## src/rtl/otp_pkg.sv

```systemverilog
package otp_pkg;
  localparam logic [7:0] OFF_MODE   = 8'h00;
  localparam logic [7:0] OFF_CMD    = 8'h04;
  localparam logic [7:0] OFF_START  = 8'h08;
  localparam logic [7:0] OFF_STATUS = 8'h0C;
  localparam logic [7:0] OFF_ADDR   = 8'h28;

  localparam logic [5:0] CMD_READ   = 6'h00;
  localparam logic [5:0] CMD_UNLOCK = 6'h02;
  localparam logic [5:0] CMD_LOCK   = 6'h03;
  localparam logic [5:0] CMD_BURN   = 6'h08;

  localparam int STAT_DONE = 1;
  localparam int STAT_OK   = 2;

  typedef enum logic [1:0] {ST_IDLE, ST_BUSY, ST_DONE} otp_state_e;

  function automatic logic [7:0] wdat_off(input int w);
    return (w == 0) ? 8'h2C : 8'h64;
  endfunction

  function automatic logic [7:0] rdat_off(input int w);
    return (w == 0) ? 8'h10 : 8'h5C;
  endfunction

  function automatic logic [31:0] unlock_key(input logic [1:0] idx);
    case (idx)
      2'd0:    return 32'h0F;
      2'd1:    return 32'h04;
      2'd2:    return 32'h08;
      default: return 32'h0D;
    endcase
  endfunction
endpackage

```

## src/rtl/otp_unlock.sv

```systemverilog
module otp_unlock
  import otp_pkg::*;
(
  input  logic        clk_i,
  input  logic        rst_ni,
  input  logic        step_i,
  input  logic [31:0] value_i,
  input  logic        clear_i,
  output logic        ok_o
);
  logic [1:0] stage_q;
  logic       ok_q;

  always_ff @(posedge clk_i or negedge rst_ni) begin
    if (!rst_ni) begin
      stage_q <= '0;
      ok_q    <= 1'b0;
    end else if (clear_i) begin
      stage_q <= '0;
      ok_q    <= 1'b0;
    end else if (step_i) begin
      if (value_i == unlock_key(stage_q)) begin
        stage_q <= stage_q + 2'd1;  // wraps to 0 after the last key
        if (stage_q == 2'd3) ok_q <= 1'b1;
      end else begin
        stage_q <= '0;
        ok_q    <= 1'b0;
      end
    end
  end

  assign ok_o = ok_q;

  AST_OK_NEEDS_STEP: assert property (@(posedge clk_i) disable iff (!rst_ni)
    $rose(ok_o) |-> $past(step_i));
  AST_LOCK_CLEARS: assert property (@(posedge clk_i) disable iff (!rst_ni)
    clear_i |=> !ok_o);
endmodule

```

## src/rtl/otp_prog_timer.sv

```systemverilog
module otp_prog_timer #(
  parameter int ROW_BITS     = 64,
  parameter int PROG_BASE    = 2,
  parameter int PROG_PER_BIT = 1
) (
  input  logic                clk_i,
  input  logic                rst_ni,
  input  logic                load_i,
  input  logic                timed_i,
  input  logic [ROW_BITS-1:0] data_i,
  output logic                fire_o
);
  localparam int MAX_LAT = PROG_BASE + PROG_PER_BIT * ROW_BITS;
  localparam int CNT_W   = $clog2(MAX_LAT + 1);

  logic             run_q;
  logic [CNT_W-1:0] cnt_q;
  logic [31:0]      lat_w;

  always_comb lat_w = 32'(PROG_BASE) + 32'(PROG_PER_BIT) * 32'($countones(data_i));

  assign fire_o = run_q && (cnt_q == '0);

  always_ff @(posedge clk_i or negedge rst_ni) begin
    if (!rst_ni) begin
      run_q <= 1'b0;
      cnt_q <= '0;
    end else if (load_i) begin
      run_q <= 1'b1;
      cnt_q <= timed_i ? CNT_W'(lat_w) : '0;
    end else if (fire_o) begin
      run_q <= 1'b0;
    end else if (run_q) begin
      cnt_q <= cnt_q - 1'b1;
    end
  end

  AST_SINGLE_FIRE: assert property (@(posedge clk_i) disable iff (!rst_ni)
    fire_o |=> !fire_o);
  AST_LOAD_WHEN_IDLE: assert property (@(posedge clk_i) disable iff (!rst_ni)
    load_i |-> !run_q);
endmodule

```

## src/rtl/otp_array.sv

```systemverilog
module otp_array #(
  parameter int ROW_BITS = 64,
  parameter int ADDR_W   = 3
) (
  input  logic                clk_i,
  input  logic                rst_ni,
  input  logic                burn_i,
  input  logic [ADDR_W-1:0]   burn_addr_i,
  input  logic [ROW_BITS-1:0] burn_data_i,
  input  logic [ADDR_W-1:0]   rd_addr_i,
  output logic [ROW_BITS-1:0] rd_data_o
);
  localparam int DEPTH = 1 << ADDR_W;

  logic [ROW_BITS-1:0] mem_q [DEPTH];

  always_ff @(posedge clk_i or negedge rst_ni) begin
    if (!rst_ni) begin
      for (int i = 0; i < DEPTH; i++) mem_q[i] <= '0;
    end else if (burn_i) begin
      mem_q[burn_addr_i] <= mem_q[burn_addr_i] | burn_data_i;
    end
  end

  assign rd_data_o = mem_q[rd_addr_i];

  AST_NO_BIT_CLEAR: assert property (@(posedge clk_i) disable iff (!rst_ni)
    $stable(rd_addr_i) |-> ((rd_data_o & $past(rd_data_o)) == $past(rd_data_o)));
endmodule

```

## src/rtl/otp_ctrl.sv

```systemverilog
module otp_ctrl
  import otp_pkg::*;
#(
  parameter int ROW_WORDS    = 2,
  parameter int ADDR_W       = 3,
  parameter int PROG_BASE    = 2,
  parameter int PROG_PER_BIT = 1
) (
  input  logic        clk_i,
  input  logic        rst_ni,
  input  logic        req_i,
  input  logic        we_i,
  input  logic [7:0]  addr_i,
  input  logic [31:0] wdata_i,
  output logic [31:0] rdata_o
);
  localparam int ROW_BITS = 32 * ROW_WORDS;

  logic                           mode_q, start_q, start_nxt;
  logic [5:0]                     cmd_q, act_cmd_q;
  logic [15:0]                    addr_q;
  logic [ADDR_W-1:0]              act_addr_q;
  logic [ROW_WORDS-1:0][31:0]     wdat_q, rdat_q;
  logic [ROW_BITS-1:0]            act_data_q, row_rd;
  otp_state_e                     state_q;
  logic                           wr, wr_start, launch, fire, prog_ok, burn, rd_fire;

  assign wr        = req_i && we_i;
  assign wr_start  = wr && (addr_i == OFF_START);
  assign start_nxt = wr_start ? wdata_i[0] : start_q;
  assign launch    = wr_start && wdata_i[0] && !start_q && mode_q && (state_q == ST_IDLE);
  assign burn      = fire && (act_cmd_q == CMD_BURN) && prog_ok;
  assign rd_fire   = fire && (act_cmd_q == CMD_READ);

  always_ff @(posedge clk_i or negedge rst_ni) begin
    if (!rst_ni) begin
      mode_q  <= 1'b0;
      cmd_q   <= '0;
      start_q <= 1'b0;
      addr_q  <= '0;
    end else begin
      start_q <= start_nxt;
      if (wr && addr_i == OFF_MODE) mode_q <= wdata_i[0];
      if (wr && addr_i == OFF_CMD)  cmd_q  <= wdata_i[5:0];
      if (wr && addr_i == OFF_ADDR) addr_q <= wdata_i[15:0];
    end
  end

  for (genvar w = 0; w < ROW_WORDS; w++) begin : g_word
    always_ff @(posedge clk_i or negedge rst_ni) begin
      if (!rst_ni) begin
        wdat_q[w] <= '0;
        rdat_q[w] <= '0;
      end else begin
        if (wr && addr_i == wdat_off(w)) wdat_q[w] <= wdata_i;
        if (rd_fire) rdat_q[w] <= row_rd[w*32 +: 32];
      end
    end
  end

  // command context latched at launch so later register writes cannot disturb it
  always_ff @(posedge clk_i or negedge rst_ni) begin
    if (!rst_ni) begin
      state_q    <= ST_IDLE;
      act_cmd_q  <= '0;
      act_addr_q <= '0;
      act_data_q <= '0;
    end else begin
      case (state_q)
        ST_IDLE: if (launch) begin
          state_q    <= ST_BUSY;
          act_cmd_q  <= cmd_q;
          act_addr_q <= addr_q[ADDR_W-1:0];
          act_data_q <= wdat_q;
        end
        ST_BUSY: if (fire) state_q <= start_nxt ? ST_DONE : ST_IDLE;
        default: if (!start_nxt) state_q <= ST_IDLE;
      endcase
    end
  end

  otp_prog_timer #(
    .ROW_BITS(ROW_BITS), .PROG_BASE(PROG_BASE), .PROG_PER_BIT(PROG_PER_BIT)
  ) u_timer (
    .clk_i, .rst_ni,
    .load_i (launch),
    .timed_i((cmd_q == CMD_BURN) && prog_ok),
    .data_i (wdat_q),
    .fire_o (fire)
  );

  otp_unlock u_unlock (
    .clk_i, .rst_ni,
    .step_i (fire && act_cmd_q == CMD_UNLOCK),
    .value_i(act_data_q[31:0]),
    .clear_i(fire && act_cmd_q == CMD_LOCK),
    .ok_o   (prog_ok)
  );

  otp_array #(.ROW_BITS(ROW_BITS), .ADDR_W(ADDR_W)) u_array (
    .clk_i, .rst_ni,
    .burn_i     (burn),
    .burn_addr_i(act_addr_q),
    .burn_data_i(act_data_q),
    .rd_addr_i  (act_addr_q),
    .rd_data_o  (row_rd)
  );

  always_comb begin
    rdata_o = '0;
    case (addr_i)
      OFF_MODE:   rdata_o = {31'b0, mode_q};
      OFF_CMD:    rdata_o = {26'b0, cmd_q};
      OFF_START:  rdata_o = {31'b0, start_q};
      OFF_STATUS: rdata_o = {29'b0, prog_ok, (state_q == ST_DONE), 1'b0};
      OFF_ADDR:   rdata_o = {16'b0, addr_q};
      default:    rdata_o = '0;
    endcase
    for (int w = 0; w < ROW_WORDS; w++) begin
      if (addr_i == wdat_off(w)) rdata_o = wdat_q[w];
      if (addr_i == rdat_off(w)) rdata_o = rdat_q[w];
    end
  end

  AST_DONE_NEEDS_START: assert property (@(posedge clk_i) disable iff (!rst_ni)
    (state_q == ST_DONE) |-> start_q);
  AST_OFF_STAYS_IDLE: assert property (@(posedge clk_i) disable iff (!rst_ni)
    (!mode_q && state_q == ST_IDLE) |=> (state_q == ST_IDLE));
endmodule

```

## config.mk

```make
export PLATFORM = sky130hd
export DESIGN_NAME = otp_ctrl
export DESIGN_NICKNAME = d
export VERILOG_FILES = /design/src/rtl/otp_pkg.sv /design/src/rtl/otp_unlock.sv /design/src/rtl/otp_prog_timer.sv /design/src/rtl/otp_array.sv /design/src/rtl/otp_ctrl.sv
export SDC_FILE = /design/constraint.sdc
export NUM_CORES = 1
export LEC_CHECK = 0
export BUFFER_PORTS_ARGS = -buffer_cell sky130_fd_sc_hd__buf_2
export CORE_MARGIN = 4
export CORE_UTILIZATION = 57
export DETAILED_ROUTE_END_ITERATION = 10
export GPL_TIMING_DRIVEN = 1
export PLACE_DENSITY = 0.75
export SLEW_MARGIN = 0
export SYNTH_ARGS = -nofsm -noshare
export SYNTH_HDL_FRONTEND = slang
export SYNTH_SLANG_ARGS = --single-unit
```

## constraint.sdc

```tcl
create_clock -name clk_i -period 5.35 [get_ports clk_i]
set_input_delay 0.2675 -clock clk_i [delete_from_list [all_inputs] [get_ports clk_i]]
set_output_delay 0.2675 -clock clk_i [all_outputs]
set_load 0.005 [all_outputs]
```

# After elaboration in Yosys (flattened, before gate mapping)
# Index checks and enable logic that the tools add are counted.
[totals]
word_cells = 182
out_inout_bits = 32
register_bits = 750
[op_classes]
n_eq_ne = 23
mux = 33
bitwise = 2
reduce_logical = 32
add_sub_neg = 66
n_lt_le_gt_ge = 2
[ops]
columns = ["operator", "n"]
rows = [
  ["512-bit bitwise mux", 1],
  ["7-bit adder", 31],
  ["64-bit binary-select mux with 3-bit select", 1],
  ["64-bit demux with 3-bit select", 1],
  ["32-bit two-way mux", 6],
  ["64-bit two-way mux", 3],
  ["16-bit case mux with 5 select lines", 1],
  ["1-bit by 1-bit adder with 2-bit output", 32],
  ["64-bit OR", 1],
  ["32-bit equality test", 1],
  ["7-bit two-way mux", 4],
  ["1-bit logical AND", 19],
  ["8-bit by 4-bit equality test with 1-bit output (second input constant)", 2],
  ["8-bit by 6-bit equality test with 1-bit output (second input constant)", 2],
  ["8-bit by 7-bit equality test with 1-bit output (second input constant)", 2],
  ["2-bit two-way mux", 7],
  ["6-bit by 2-bit equality test with 1-bit output (second input constant)", 2],
  ["6-bit by 4-bit equality test with 1-bit output (second input constant)", 2],
  ["4-bit case mux with 3 select lines", 1],
  ["8-bit by 3-bit equality test with 1-bit output (second input constant)", 1],
  ["8-bit by 5-bit equality test with 1-bit output (second input constant)", 1],
  ["8-bit logical NOT", 1],
  ["3-bit by 7-bit adder with 7-bit output (first input constant)", 1],
  ["7-bit logical NOT", 1],
  ["18 further kinds", 34],
]

# Longest topological paths before layout
[depth]
word_depth = 9
ltp_mapped = 22
depth_no_buf = 22

# By module
# Synthesis repeated with hierarchy kept, for this count alone.
[hier_totals]
hier_cells = 3671
hier_area_um2 = 42644.6
[modules_own_cells]
columns = ["module", "seq_area_each_um2", "instances", "area_each_um2", "cells_per_inst"]
rows = [
  ["otp_array", 12812.3, 1, 30075.1, 2671],
  ["otp_ctrl", 5680.4, 1, 9760.6, 700],
  ["otp_prog_timer", 200.2, 1, 2496.1, 266],
  ["otp_unlock", 75.1, 1, 312.8, 34],
]

# Least setup slack after synthesis
# No wires, ideal clock.
[synth_timing]
kind = "register -> register"
start = "register wdat_q[62] (netlist name)"
end = "register u_timer.cnt_q[4]"
t_required_ns = 5.231
path_slack_ns = -0.491
stages_incl_launch_ff = 23
arrival_time_ns = 5.722
path_buffers = 0
period_less_slack_ns = 5.841
setup_ns = 0.119
cell_sequence = "dfrtp_1 -> ha_1 -> inv_1 -> fa_1 -> inv_1 -> fa_1 -> inv_1 -> fa_1 -> inv_1 -> fa_1 -> inv_1 -> fa_1 -> fa_1 -> fa_1 -> inv_1 -> ha_1 -> inv_1 -> fa_1 -> nand2b_1 -> a21oi_1 -> xnor2_1 -> o22ai_1 -> o21a_1"
[synth_between]
elab_chain_cells = 9
[synth_lines]
columns = ["item", "line_no", "text"]
rows = [
  ["from (decl)", "otp_ctrl.sv:23", "logic [ROW_WORDS-1:0][31:0] wdat_q, rdat_q;"],
  ["from (signal, indexed assignment)", "otp_ctrl.sv:55", "if (wr && addr_i == wdat_off(w)) wdat_q[w] <= wdata_i;"],
  ["1-bit by 1-bit adder with 2-bit output (implied by the code)", "otp_prog_timer.sv:20", "always_comb lat_w = 32'(PROG_BASE) + 32'(PROG_PER_BIT) * 32'($countones(data_i));"],
  ["7-bit adder (implied by the code) (5 in series)", "otp_prog_timer.sv:20", ""],
  ["3-bit by 7-bit adder with 7-bit output", "otp_prog_timer.sv:20", ""],
  ["7-bit two-way mux", "otp_prog_timer.sv:30", "cnt_q <= timed_i ? CNT_W'(lat_w) : '0;"],
  ["7-bit two-way mux", "otp_prog_timer.sv:28", "end else if (load_i) begin"],
  ["to (signal assigned)", "otp_prog_timer.sv:30", ""],
  ["to (signal assigned)", "otp_prog_timer.sv:34", "cnt_q <= cnt_q - 1'b1;"],
  ["to (decl)", "otp_prog_timer.sv:17", "logic [CNT_W-1:0] cnt_q;"],
]
# No other way between the ends.
# A chain may end at the register's enable or synchronous reset.

# Final worst setup path
[layout_timing]
start = "register wdat_q[24] (netlist name)"
end = "register u_timer.cnt_q[4]"
# Same word-level chain as after synthesis.

==> impl_metrics.sql <==
INSERT INTO impl_metrics (metric_group, metric, value, unit) VALUES
('detailed_routing', 'drtAntennaViolNets', '0', ''),
('sta', 'post-route-min-period', '5.73', 'ns'),
('sta', 'setup_viol_count_final', '6', ''),
('sta', 'holdWs', '0.0553', 'ns'),
('floorplan', 'die_y', '257', 'µm'),
('pwr', 'power_report.internal_total', '8920', 'µW'),
('sta', 'report.final.hold_viol_count', '0', ''),
('pwr', 'switching_part_of_the_total_power', '23.0', '%'),
('status', 'run_status', 'finished with violations', ''),
('worst_hold_path', 'hold_path_class', 'input pin to register', ''),
('global_route', 'gr-total-overflow', '0', ''),
('final_layout', 'highest_count_cells_in_the_layout_ignoring_fill_and_taps', 'sky130_fd_sc_hd__dfrtp_1 (747), sky130_fd_sc_hd__nor2_1 (665), sky130_fd_sc_hd__a21oi_1 (574)', ''),
('sta', 'worstMarginPinSlew', '1.26', 'ns'),
('detailed_routing', 'amount_of_wire_on_met3_after_detailed_routing', '7.72', 'mm'),
('critical_path', 'worst_setup_path_end_kind', 'register', ''),
('detailed_routing', 'wl_met1', '40.1', 'mm'),
('critical_path', 'r2r_setup_slack', '-0.38', 'ns'),
('worst_hold_path', 'worstHoldStart', 'wdata_i[0]', ''),
('place', 'finalWeightedCongestion', '0.922', ''),
('critical_path', 'r2r_end', 'u_timer.cnt_q[4]', ''),
('sta', 'max_freq', '175', 'MHz'),
('place', 'io_buffer_count', '75', ''),
('critical_path', 'r2r_depth', '20', ''),
('yosys', 'synth_top_area_share', '53.2', '%'),
('sta', 'rsz0062_at_grt', 'true', ''),
('pwr', 'ir_worst_vdd', '0.291', 'mV'),
('floorplan', 'die_w', '257', 'µm'),
('pwr', 'total_leakage_power', '0.0195', 'µW'),
('sta', 'slew_viol_final', '0', ''),
('critical_path', 'worst-setup-path-type', 'register to register', ''),
('detailed_routing', 'route.detailed.wl_per_inst', '23.8', 'µm'),
('worst_hold_path', 'hold_path_depth', '2', ''),
('yosys', 'synth_area_per_cell', '10.4', 'µm²'),
('clocking', 'clock_sinks', '750', ''),
('final_layout', 'drive_above_1_share', '14.1', '%'),
('yosys', 'synth_async_sr_flop_share', '100', '%'),
('sta', 'final_critical_path_setup_slack', '-0.379', 'ns'),
('pwr', 'clkPwrFrac', '45.6', '%'),
('critical_path', 'critical_path_arrival', '6.25', 'ns'),
('detailed_routing', 'first_pass_iters', '5', ''),
('clocking', 'cts_tree', 'done', ''),
('sta', 'layout_worst_path_cycle_share', '107', '%'),
('yosys', 'netlist_area', '0.0353', 'mm²'),
('status', 'violations', 'negative setup slack', ''),
('global_route', 'grt_first_pass_wirelength', '159', 'mm'),
('clocking', 'clkSlewWorstSetupHoldPaths', '0.06', 'ns'),
('clocking', 'clock_insertion_delay_worst_skew', '0.63', 'ns'),
('yosys', 'synth.ff_latch_count', '750', ''),
('yosys', 'yosys_most_used_dff', 'sky130_fd_sc_hd__dfrtp_1', ''),
('yosys', 'syn_nets', '3548', ''),
('clocking', 'cts_max_path_buffers', '3', ''),
('place', 'hpwl', '66.0', 'mm'),
('sta', 'timing.clock.skew', '0.0212', 'ns'),
('global_route', 'vias_in_the_first_global_route', '27500', ''),
('place', 'postPlaceCellArea', '0.0364', 'mm²'),
('yosys', 'ys_seq_area_share', '53.2', '%'),
('critical_path', 'crit-reg2reg-launch', 'wdat_q[24]', ''),
('yosys', 'synth.largest_area_cell', 'sky130_fd_sc_hd__dfrtp_1', ''),
('floorplan', 'floorplan.die_area', '0.0659', 'mm²'),
('critical_path', 'critical_path.startpoint_type', 'register', ''),
('critical_path', 'path_max_fanout', '2', ''),
('detailed_routing', 'drt_first_iter_violations', '2777', ''),
('yosys', 'post_synth_main_area_contributors', 'sky130_fd_sc_hd__dfrtp_1 (53%), sky130_fd_sc_hd__a21oi_1 (8.2%), sky130_fd_sc_hd__nor2_1 (7.1%)', ''),
('global_route', 'grt_antenna_before_repair', '2', ''),
('yosys', 'post_synth_inst_count', '3395', ''),
('detailed_routing', 'routed.top_layer', 'met5', ''),
('floorplan', 'top_level_ports', '76', ''),
('final_layout', 'stdcell_area', '0.0393', 'mm²'),
('pwr', 'seq_power_share', '49.3', '%'),
('pwr', 'power.switching', '2660', 'µW'),
('detailed_routing', 'via_count', '27000', '');
## final cells by class
cell class | instances | area (µm²) | area share [%]
sequential | 750 | 18800 | 47.8
multi-input combinational | 2305 | 15000 | 38.1
clock buffer | 111 | 2140 | 5.46
timing repair buffer | 215 | 1700 | 4.32
tap | 782 | 978 | 2.49
inverter | 104 | 390 | 0.994
clock inverter | 23 | 302 | 0.768
antenna | 1 | 2.50 | 0.00637
## cell usage after synthesis (51+ instances only)
library cell	count
sky130_fd_sc_hd__nand2_1	306
sky130_fd_sc_hd__a22oi_1	61
sky130_fd_sc_hd__fa_1	60
sky130_fd_sc_hd__mux2_1	52
sky130_fd_sc_hd__mux2_2	72
sky130_fd_sc_hd__mux2i_1	79
sky130_fd_sc_hd__a21oi_1	577
sky130_fd_sc_hd__mux4_2	51
sky130_fd_sc_hd__dfrtp_1	750
sky130_fd_sc_hd__inv_1	104
sky130_fd_sc_hd__nor2_1	666
sky130_fd_sc_hd__buf_2	123
## kinds of logic after synthesis
| logic type | count (synthesis) | synth area share (%) |
|---|---|---|
| mux | 254 | 9.45 |
| compound gates | 826 | 13.9 |
| flops | 750 | 53.2 |
| fa+ha+maj | 109 | 5.14 |
| simple gates | 1106 | 13.2 |
| buf+inv | 340 | 4.85 |
| xor+xnor | 10 | 0.248 |
## metrics by stage
stage	worst slack [ns]	utilization [%]	std cells	total power [µW]	setup TNS, ns
after floorplan	-0.202	-	3395	6080	-0.357
after global placement	-0.381	59.9	4122	6330	-1.43
after detailed placement	-0.438	59.9	4122	6350	-1.76
after CTS	-0.397	64.5	4289	11600	-1.67
after global routing	-0.535	64.6	4290	11900	-2.50
final	-0.379	64.6	4291	11600	-1.56
## how the worst max path moves through the flow
stage	from	end	slack [ns]	cells after the start
after floorplan	wdat_q[21]	u_timer.cnt_q[4]	-0.20	20
after global placement	wdat_q[21]	u_timer.cnt_q[4]	-0.38	20
after detailed placement	wdat_q[21]	u_timer.cnt_q[4]	-0.44	20
after CTS	wdat_q[12]	u_timer.cnt_q[4]	-0.40	20
after global routing	wdat_q[24]	u_timer.cnt_q[4]	-0.54	20
final	wdat_q[24]	u_timer.cnt_q[4]	-0.38	20
## timing repair
item	in CTS	in global routing
resized for setup	6	10
pin swaps	23	20
buffers inserted	1	1
endpoints found under the setup margin	6	6
hold buffers	32	0
hold endpoints to repair	183	0
## routing by layer
layer	up-vias	GRT usage (%)
met5	-	0
met4	2	15.5
met3	299	5.10
met2	1253	50.0
met1	13600	41.3
li1	11800	-
## critical path: stages, from the launching register on
cell and delay [ns]:
sky130_fd_sc_hd__dfrtp_1 0.44, sky130_fd_sc_hd__ha_4 0.29, sky130_fd_sc_hd__fa_2 0.51, sky130_fd_sc_hd__fa_1 0.54, sky130_fd_sc_hd__inv_2 0.04, sky130_fd_sc_hd__fa_1 0.53
sky130_fd_sc_hd__inv_1 0.05, sky130_fd_sc_hd__fa_1 0.49, sky130_fd_sc_hd__inv_1 0.06, sky130_fd_sc_hd__fa_1 0.55, sky130_fd_sc_hd__fa_1 0.43, sky130_fd_sc_hd__fa_1 0.46
sky130_fd_sc_hd__inv_2 0.08, sky130_fd_sc_hd__ha_4 0.14, sky130_fd_sc_hd__inv_2 0.04, sky130_fd_sc_hd__fa_2 0.33, sky130_fd_sc_hd__nand2b_4 0.15, sky130_fd_sc_hd__a21oi_4 0.16
sky130_fd_sc_hd__xnor2_1 0.14, sky130_fd_sc_hd__o22ai_1 0.09, sky130_fd_sc_hd__o21a_1 0.11
## sequential cells by signal, summed over array words and instances (netlist names), 6 cells and up
name           count
cmd_q              6
u_array.mem_q    512
act_data_q        64
addr_q            16
u_timer.cnt_q      7
wdat_q            64
act_cmd_q          6
rdat_q            64
## power by group through the flow
stage	Sequential, µW	Clock [µW]	Combinational [µW]
global placement	5810	0	525
finish	5710	5280	585
floorplan	5810	0	268
detailed placement	5810	0	540
CTS	5700	5320	599
global route	5700	5580	666
(Power assumes the default switching activity.)
